## config.mk

```make
export PLATFORM = sky130hd
export DESIGN_NAME = dma_xfer_seq
export DESIGN_NICKNAME = d
export VERILOG_FILES = /design/src/rtl/dma_seq_pkg.sv /design/src/rtl/dma_seq_chan.sv /design/src/rtl/dma_seq_arb.sv /design/src/rtl/dma_xfer_seq.sv
export SDC_FILE = /design/constraint.sdc
export NUM_CORES = 1
export LEC_CHECK = 0
export ABC_AREA = 1
export CAP_MARGIN = 20
export CORE_MARGIN = 4
export CORE_UTILIZATION = 60
export CTS_BUF_LIST = sky130_fd_sc_hd__clkbuf_2 sky130_fd_sc_hd__clkbuf_4 sky130_fd_sc_hd__clkbuf_8
export CTS_CLUSTER_DIAMETER = 200
export DETAILED_ROUTE_END_ITERATION = 12
export DONT_BUFFER_PORTS = 1
export GPL_TIMING_DRIVEN = 0
export PLACE_DENSITY = 0.76
export SLEW_MARGIN = 40
export SYNTH_ARGS = -nofsm -noshare
export SYNTH_HDL_FRONTEND = slang
export SYNTH_SLANG_ARGS = --single-unit
```

## constraint.sdc

```tcl
create_clock -name clk -period 4.47 [get_ports clk]
set_input_delay 0.447 -clock clk [delete_from_list [all_inputs] [get_ports clk]]
set_output_delay 0.447 -clock clk [all_outputs]
set_load 0.01 [all_outputs]
```

## src/rtl/dma_seq_pkg.sv

```systemverilog
`timescale 1ns/1ps
package dma_seq_pkg;

  typedef enum logic [1:0] {
    SVC_DEMAND  = 2'b00,
    SVC_SINGLE  = 2'b01,
    SVC_BLOCK   = 2'b10,
    SVC_DEMAND2 = 2'b11
  } svc_e;

  typedef enum logic [1:0] {
    XT_VERIFY = 2'b00,
    XT_WRITE  = 2'b01,
    XT_READ   = 2'b10,
    XT_NONE   = 2'b11
  } xtype_e;

  // Per-channel mode field, bits 7:2 of the mode byte.
  typedef struct packed {
    svc_e   svc;
    logic   dec;
    logic   autoinit;
    xtype_e xtype;
  } chan_mode_t;

  localparam int MODE_W = $bits(chan_mode_t);

  // Keep the grant after a non-final byte?
  function automatic logic svc_continue(chan_mode_t m, logic still_req);
    case (m.svc)
      SVC_BLOCK:  return 1'b1;
      SVC_SINGLE: return 1'b0;
      default:    return still_req;
    endcase
  endfunction

  function automatic logic strobe_rd(chan_mode_t m);
    return m.xtype == XT_READ;
  endfunction

  function automatic logic strobe_wr(chan_mode_t m);
    return m.xtype == XT_WRITE;
  endfunction

endpackage

```

## src/rtl/dma_seq_chan.sv

```systemverilog
`timescale 1ns/1ps
module dma_seq_chan #(
  parameter int AW = 16,
  parameter int CW = 16
) (
  input  logic          clk,
  input  logic          rst_n,
  input  logic          load_i,
  input  logic [AW-1:0] base_addr_i,
  input  logic [CW-1:0] base_cnt_i,
  input  logic          mask_wr_i,
  input  logic          mask_bit_i,
  input  logic          sreq_set_i,
  input  logic          sreq_clr_i,
  input  logic          flag_clr_i,
  input  logic          step_i,
  input  logic          end_i,
  input  logic          dec_i,
  input  logic          auto_i,
  output logic [AW-1:0] cur_addr_o,
  output logic          cnt_zero_o,
  output logic          mask_o,
  output logic          sreq_o,
  output logic          tc_flag_o
);

  logic [AW-1:0] base_addr_q, cur_addr_q;
  logic [CW-1:0] base_cnt_q, cur_cnt_q;
  logic          mask_q, sreq_q, tcf_q;

  function automatic logic [AW-1:0] step_addr(logic [AW-1:0] a, logic down);
    return down ? a - AW'(1) : a + AW'(1);
  endfunction

  wire finish = step_i & end_i;

  always_ff @(posedge clk) begin
    if (!rst_n) begin
      base_addr_q <= '0;
      base_cnt_q  <= '0;
      cur_addr_q  <= '0;
      cur_cnt_q   <= '0;
    end else if (load_i) begin
      base_addr_q <= base_addr_i;
      base_cnt_q  <= base_cnt_i;
      cur_addr_q  <= base_addr_i;
      cur_cnt_q   <= base_cnt_i;
    end else if (step_i) begin
      if (finish && auto_i) begin
        cur_addr_q <= base_addr_q;
        cur_cnt_q  <= base_cnt_q;
      end else begin
        cur_addr_q <= step_addr(cur_addr_q, dec_i);
        cur_cnt_q  <= cur_cnt_q - CW'(1);
      end
    end
  end

  always_ff @(posedge clk) begin
    if (!rst_n) begin
      mask_q <= 1'b1;
      sreq_q <= 1'b0;
      tcf_q  <= 1'b0;
    end else begin
      if (finish && !auto_i) mask_q <= 1'b1;
      else if (mask_wr_i)    mask_q <= mask_bit_i;

      if (finish)          sreq_q <= 1'b0;
      else if (sreq_set_i) sreq_q <= 1'b1;
      else if (sreq_clr_i) sreq_q <= 1'b0;

      if (finish)          tcf_q <= 1'b1;
      else if (flag_clr_i) tcf_q <= 1'b0;
    end
  end

  assign cur_addr_o = cur_addr_q;
  assign cnt_zero_o = (cur_cnt_q == '0);
  assign mask_o     = mask_q;
  assign sreq_o     = sreq_q;
  assign tc_flag_o  = tcf_q;

endmodule

```

## src/rtl/dma_seq_arb.sv

```systemverilog
`timescale 1ns/1ps
module dma_seq_arb #(
  parameter int NCH = 4,
  localparam int CHW = (NCH > 1) ? $clog2(NCH) : 1
) (
  input  logic [NCH-1:0] pend_i,
  input  logic [CHW-1:0] last_i,
  input  logic           rotate_i,
  output logic           valid_o,
  output logic [CHW-1:0] pick_o
);

  always_comb begin
    valid_o = 1'b0;
    pick_o  = '0;
    for (int off = 0; off < NCH; off++) begin
      int idx;
      idx = rotate_i ? (int'(last_i) + 1 + off) % NCH : off;
      if (!valid_o && pend_i[idx]) begin
        valid_o = 1'b1;
        pick_o  = CHW'(idx);
      end
    end
  end

endmodule

```

## src/rtl/dma_xfer_seq.sv

```systemverilog
`timescale 1ns/1ps
module dma_xfer_seq
  import dma_seq_pkg::*;
#(
  parameter int NCH = 4,
  parameter int AW  = 16,
  parameter int CW  = 16,
  localparam int CHW = (NCH > 1) ? $clog2(NCH) : 1
) (
  input  logic              clk,
  input  logic              rst_n,
  input  logic [NCH-1:0]    dreq_i,
  input  logic              eop_i,
  input  logic              ctl_disable_i,
  input  logic              rotate_i,
  input  logic [6*NCH-1:0]  mode_i,
  input  logic [NCH-1:0]    load_i,
  input  logic [AW-1:0]     base_addr_i,
  input  logic [CW-1:0]     base_cnt_i,
  input  logic              mask_wr_i,
  input  logic [NCH-1:0]    mask_data_i,
  input  logic [NCH-1:0]    sreq_set_i,
  input  logic [NCH-1:0]    sreq_clr_i,
  input  logic              flag_clr_i,
  output logic [NCH-1:0]    dack_o,
  output logic [AW-1:0]     mem_addr_o,
  output logic              mem_rd_o,
  output logic              mem_wr_o,
  output logic              tc_pulse_o,
  output logic [NCH-1:0]    tc_flags_o,
  output logic [NCH-1:0]    req_flags_o,
  output logic [NCH-1:0]    mask_o
);

  chan_mode_t    mode   [NCH];
  logic [AW-1:0] cur_addr [NCH];
  logic [NCH-1:0] cnt_zero, mask_v, sreq_v, tcf_v, step_v;

  logic           busy_q;
  logic [CHW-1:0] act_q, last_q;

  // Named internal events
  logic           arb_valid;
  logic [CHW-1:0] arb_pick;
  logic [NCH-1:0] pending;
  logic           grant_go;
  logic           xfer_end;
  logic           keep_going;
  chan_mode_t     act_mode;

  for (genvar k = 0; k < NCH; k++) begin : g_ch
    assign mode[k]   = chan_mode_t'(mode_i[MODE_W*k +: MODE_W]);
    assign step_v[k] = busy_q && (act_q == CHW'(k));

    dma_seq_chan #(.AW(AW), .CW(CW)) u_chan (
      .clk         (clk),
      .rst_n       (rst_n),
      .load_i      (load_i[k]),
      .base_addr_i (base_addr_i),
      .base_cnt_i  (base_cnt_i),
      .mask_wr_i   (mask_wr_i),
      .mask_bit_i  (mask_data_i[k]),
      .sreq_set_i  (sreq_set_i[k]),
      .sreq_clr_i  (sreq_clr_i[k]),
      .flag_clr_i  (flag_clr_i),
      .step_i      (step_v[k]),
      .end_i       (xfer_end),
      .dec_i       (mode[k].dec),
      .auto_i      (mode[k].autoinit),
      .cur_addr_o  (cur_addr[k]),
      .cnt_zero_o  (cnt_zero[k]),
      .mask_o      (mask_v[k]),
      .sreq_o      (sreq_v[k]),
      .tc_flag_o   (tcf_v[k])
    );
  end

  assign pending = (dreq_i & ~mask_v) | sreq_v;

  dma_seq_arb #(.NCH(NCH)) u_arb (
    .pend_i   (pending),
    .last_i   (last_q),
    .rotate_i (rotate_i),
    .valid_o  (arb_valid),
    .pick_o   (arb_pick)
  );

  assign act_mode   = mode[act_q];
  assign grant_go   = !busy_q && !ctl_disable_i && arb_valid;
  assign xfer_end   = busy_q && (cnt_zero[act_q] || eop_i);
  assign keep_going = !xfer_end &&
                      svc_continue(act_mode, dreq_i[act_q] | sreq_v[act_q]);

  always_ff @(posedge clk) begin
    if (!rst_n) begin
      busy_q <= 1'b0;
      act_q  <= '0;
      last_q <= CHW'(NCH - 1);
    end else if (busy_q) begin
      busy_q <= keep_going;
    end else if (grant_go) begin
      busy_q <= 1'b1;
      act_q  <= arb_pick;
      last_q <= arb_pick;
    end
  end

  assign dack_o      = step_v;
  assign mem_addr_o  = busy_q ? cur_addr[act_q] : '0;
  assign mem_rd_o    = busy_q && strobe_rd(act_mode);
  assign mem_wr_o    = busy_q && strobe_wr(act_mode);
  assign tc_pulse_o  = xfer_end;
  assign tc_flags_o  = tcf_v;
  assign req_flags_o = pending;
  assign mask_o      = mask_v;

endmodule

```

==> metrics.md <==
| Metric | Value |
|---|---|
| FF-to-FF path depth | `9` |
| Dpl ws | `approximately 1.3 ns` |
| Setup TNS Final | `0 ns` |
| CTS Buf Count | `48` |
| Power share of the clock group | `approximately a third` |
| Switching Power | `around 2.5 mW` |
| Total grt overflow | `0` |
| R2R Path Start | `act_q[1]` |
| H-tree levels | `2` |
| Critical path's slowest cell | `nor2_1` |
| CP endpoint | `mem_addr_o[9]` |
| Crit Path Category | `flop to output port` |
| Final worst path period need | `between 3 and 4 ns` |
| TritonCTS Sinks | `273` |
| Avg WL per Cell | `20.4 microns` |
| CTS Root Cell | `clkbuf_8` |
| Largest net degree at the start of global routing | `17` |
| Clock slew seen by the registers of the worst setup and hold paths | `roughly 0.060 ns` |
| Worst vdd ir | `244 uV` |
| Reg2reg end | `busy_q` |
| First-pass GRT wire length | `99.4 mm` |
| Pwr/cell area | `~370 nW/um^2` |
| Worst rel slew slack | `between 40% and 50%` |
| Fmax | `279 MHz` |
| Failing checks | `negative hold slack` |
| Final Hold Slack | `-0.00132 ns` |
| Max-cap viol count | `0` |
| Worst skew pair latency | `approximately 0.6 ns` |
| Routed vias/inst | `slightly below 6` |
| Starting Density | `60.8%` |
| Synth area leader | `dfxtp_1` |
| Final net count | `approximately 3.0k` |
| DP Area | `17900 sq um` |
| Sequential share of power | `around 39%` |
| Die height | `about 180 microns` |
| CP Launch Type | `flop` |
| Die width | `about 180 microns` |
| WP buf/inv | `2` |
| ANT nets after route | `0` |
| Area Overhead vs Synth | `9.37%` |
| Final period utilization | `approximately four fifths` |
| Crit. End Element | `output port` |
| FF+latch count, synth | `about 270` |
| CP peak stage delay | `just under 0.7 ns` |
| Instance count on the critical path | `5` |
| Total wire length | `66.4 mm` |
| Critical path's top delay family | `buffers and inverters` |
| Utilization after layout | `roughly 66%` |
| Cell Area, Synth | `17400 sq um` |
| Worst slew pin tran | `0.891 ns` |
| Vias in the first global route | `roughly 17k` |
| Clk_skew | `approximately 0.044 ns` |
| Worst setup margin | `0.889 ns` |
| Dpl hpwl | `about 48 mm` |
| CP max FO | `10` |
| Setup Viol. Count Final | `0` |
| Status | `finished, violations left` |
| Comb pwr share | `27.2%` |
| R2R Setup Slk | `approximately 1.1 ns` |
| LEAKAGE | `8.70 nW` |
| Crit path from | `act_q[1]` |
| Max-slew violations | `0` |
| Cell variety after synth | `43` |
| FILL cells | `between 2k and 3k` |
| GRT Total Usage | `roughly two fifths` |
| IO Pins | `between 100 and 150` |
| Design internal power | `roughly 4.6 mW` |
| CP arrival | `3.13 ns` |
| Gpl congestion | `1.02` |
| DRT iter0 DRCs | `2474` |
| Net count after synthesis | `around 2.9k` |
| Yosys warns | `0` |
| Crit path cell chain | `nor2_1 > clkbuf_1 > buf_1 > a22oi_1 > a21oi_1` |
| Port Buffers | `0` |
| Worst Path Required | `between 4 and 5 ns` |
| Final instance area | `between 15000 and 20000 sq um` |
| Drt first pass iters | `8` |
| Share of cells above drive strength 1 | `just under 5%` |
| Via count | `between 15k and 20k` |
| Die Outline Area | `between 30000 and 40000 sq um` |
| CTS tree | `built` |
| Gate Count Post-Synth | `roughly 2.8k` |
| Top post-synthesis cells by area | `dfxtp_1 (31%), nand2_1 (15%), a21oi_1 (8.9%), inv_1 (6.8%), nor2_1 (6.7%)` |
| Worst hold path type | `input pin to flop` |
| Sw frac | `35.4%` |
| Post-synthesis sequential area ratio | `a little under a third` |
| Antenna violations before repair | `5` |
| RSZ-0062 raised after global routing | `no` |
| Final hold vios | `1` |
| Remaining DRCs | `0` |
| CTS Buffer Depth | `3` |
| Core Region | `~29000 sq um` |
| Avg Inst Size Synth | `6.32 sq um` |
| Share of the synthesized area in the top cell type | `about 31%` |
| Row count | `62` |
==> metrics by stage <==
| step | hold slack, ns | std cells | power [mW] |
|---|---|---|---|
| after floorplan | 0.441 | 2760 | 4.15 |
| after global placement | 0.447 | 3144 | 4.61 |
| after detailed placement | 0.452 | 3145 | 4.65 |
| after CTS | 0.000326 | 3243 | 7.00 |
| after global routing | 0.00121 | 3243 | 7.39 |
| final | -0.00132 | 3245 | 7.07 |
==> cells by family after synthesis <==
kind of cell             count (synthesis)  share of synthesized area, %
AND/OR/NAND/NOR                       1299                          31.2
AO/OA/AOI/OAI                          557                          17.2
buffers and inverters                  474                          10.8
flip-flops                             273                          31.3
XOR/XNOR                                83                          4.17
adder cells (fa/ha/maj)                 66                          4.90
multiplexers                             8                         0.459
==> registers in the layout, indices dropped and copies added, names as in the netlist <==
signal,cells
g_ch.u_chan.base_addr_q,64
g_ch.u_chan.base_cnt_q,64
g_ch.u_chan.cur_addr_o,64
g_ch.u_chan.cur_cnt_q,64
g_ch.u_chan.mask_o,4
g_ch.u_chan.sreq_o,4
g_ch.u_chan.tc_flag_o,4
act_q,2
last_q,2
busy_q,1
==> per-layer routing <==
layer	GRT usage, %	vias to the layer above	share of wire, %
met1	54.9	8854	39
met3	9.45	229	13
met2	59.4	1137	41
li1	-	9116	-
met5	0	-	0.051
met4	22.7	4	6.9
==> Yosys cell counts (all sizes together) <==
| cell type | n |
|---|---|
| nand2 | 690 |
| inv | 321 |
| nor2 | 316 |
| a21oi | 310 |
| dfxtp | 273 |
| nand3 | 183 |
| o21ai | 165 |
| clkbuf | 95 |
| nand4 | 70 |
| ha | 62 |
| xor2 | 56 |
| buf | 55 |
| xnor2 | 27 |
| o21bai | 22 |
| a22oi | 20 |
| nand3b | 15 |
| nor3 | 15 |
| a21boi | 9 |
| a221oi | 9 |
| mux2i | 8 |
| o22ai | 7 |
| a21o | 5 |
| or2 | 5 |
| fa | 4 |
| o221ai | 4 |
| and2 | 3 |
| clkinv | 3 |
| o21a | 3 |
| nor4 | 2 |
| a22o | 1 |
| o2111ai | 1 |
| o211ai | 1 |
==> worst min-delay path by stage <==
stage | start | end | slack, ns | depth (start not counted)
finish | sreq_set_i[0] | g_ch[0].u_chan.sreq_o | -0.001 | 2
global route | sreq_set_i[0] | g_ch[0].u_chan.sreq_o | 0.001 | 2
CTS | sreq_set_i[0] | g_ch[0].u_chan.sreq_o | 0.0003 | 2
detailed placement | g_ch[2].u_chan.base_cnt_q[5] | g_ch[2].u_chan.base_cnt_q[5] | 0.45 | 2
global placement | g_ch[0].u_chan.base_addr_q[14] | g_ch[0].u_chan.base_addr_q[14] | 0.45 | 2
floorplan | g_ch[0].u_chan.base_cnt_q[0] | g_ch[0].u_chan.base_cnt_q[0] | 0.44 | 2
==> what timing repair did <==
item | 4_1_cts | 5_1_grt
gates resized for setup | 0 | 0
setup buffers | 0 | 0
hold buffers | 18 | 0
hold endpoints to repair | 23 | 0
==> power groups by stage <==
stage / Combinational, mW / Sequential, mW / Clock, mW
after floorplan: 1.39 / 2.75 / 0
after global placement: 1.80 / 2.81 / 0
after detailed placement: 1.84 / 2.81 / 0
after CTS: 1.87 / 2.76 / 2.36
after global routing: 2.13 / 2.79 / 2.47
final: 1.93 / 2.77 / 2.37
==> layout make-up <==
type,instances,area [sq um],area share [%]
Multi-Input combinational cell,2013,10100,53.0
Sequential cell,273,5470,28.6
Inverter,324,1220,6.37
Clock buffer,74,925,4.85
Buffer,150,662,3.47
Tap cell,384,480,2.52
Timing Repair Buffer,19,185,0.970
Clock inverter,6,33.8,0.177
Antenna cell,2,5.00,0.0262
==> cells in the final DEF, fill, tap and decap left out, types with 4 or more instances in the layout <==
cell type	n
nand2_1	688
buf_2	26
o21ai_1	14
dlygate4sd3_1	18
clkbuf_1	95
o221ai_1	4
o22ai_1	7
ha_1	62
clkbuf_8	59
or2_2	5
xnor2_1	27
a22oi_1	20
clkinv_2	5
buf_4	14
clkbuf_4	15
a221oi_1	9
nand3_1	179
o21ai_0	151
mux2i_1	8
a21o_1	5
o21bai_1	22
nand4_1	70
nor2_1	312
fa_1	4
inv_1	318
xor2_1	56
a21boi_0	9
dfxtp_1	273
a21oi_1	310
nand3b_1	15
buf_1	14
nor3_1	13
Power figures use the tool's default switching activity.
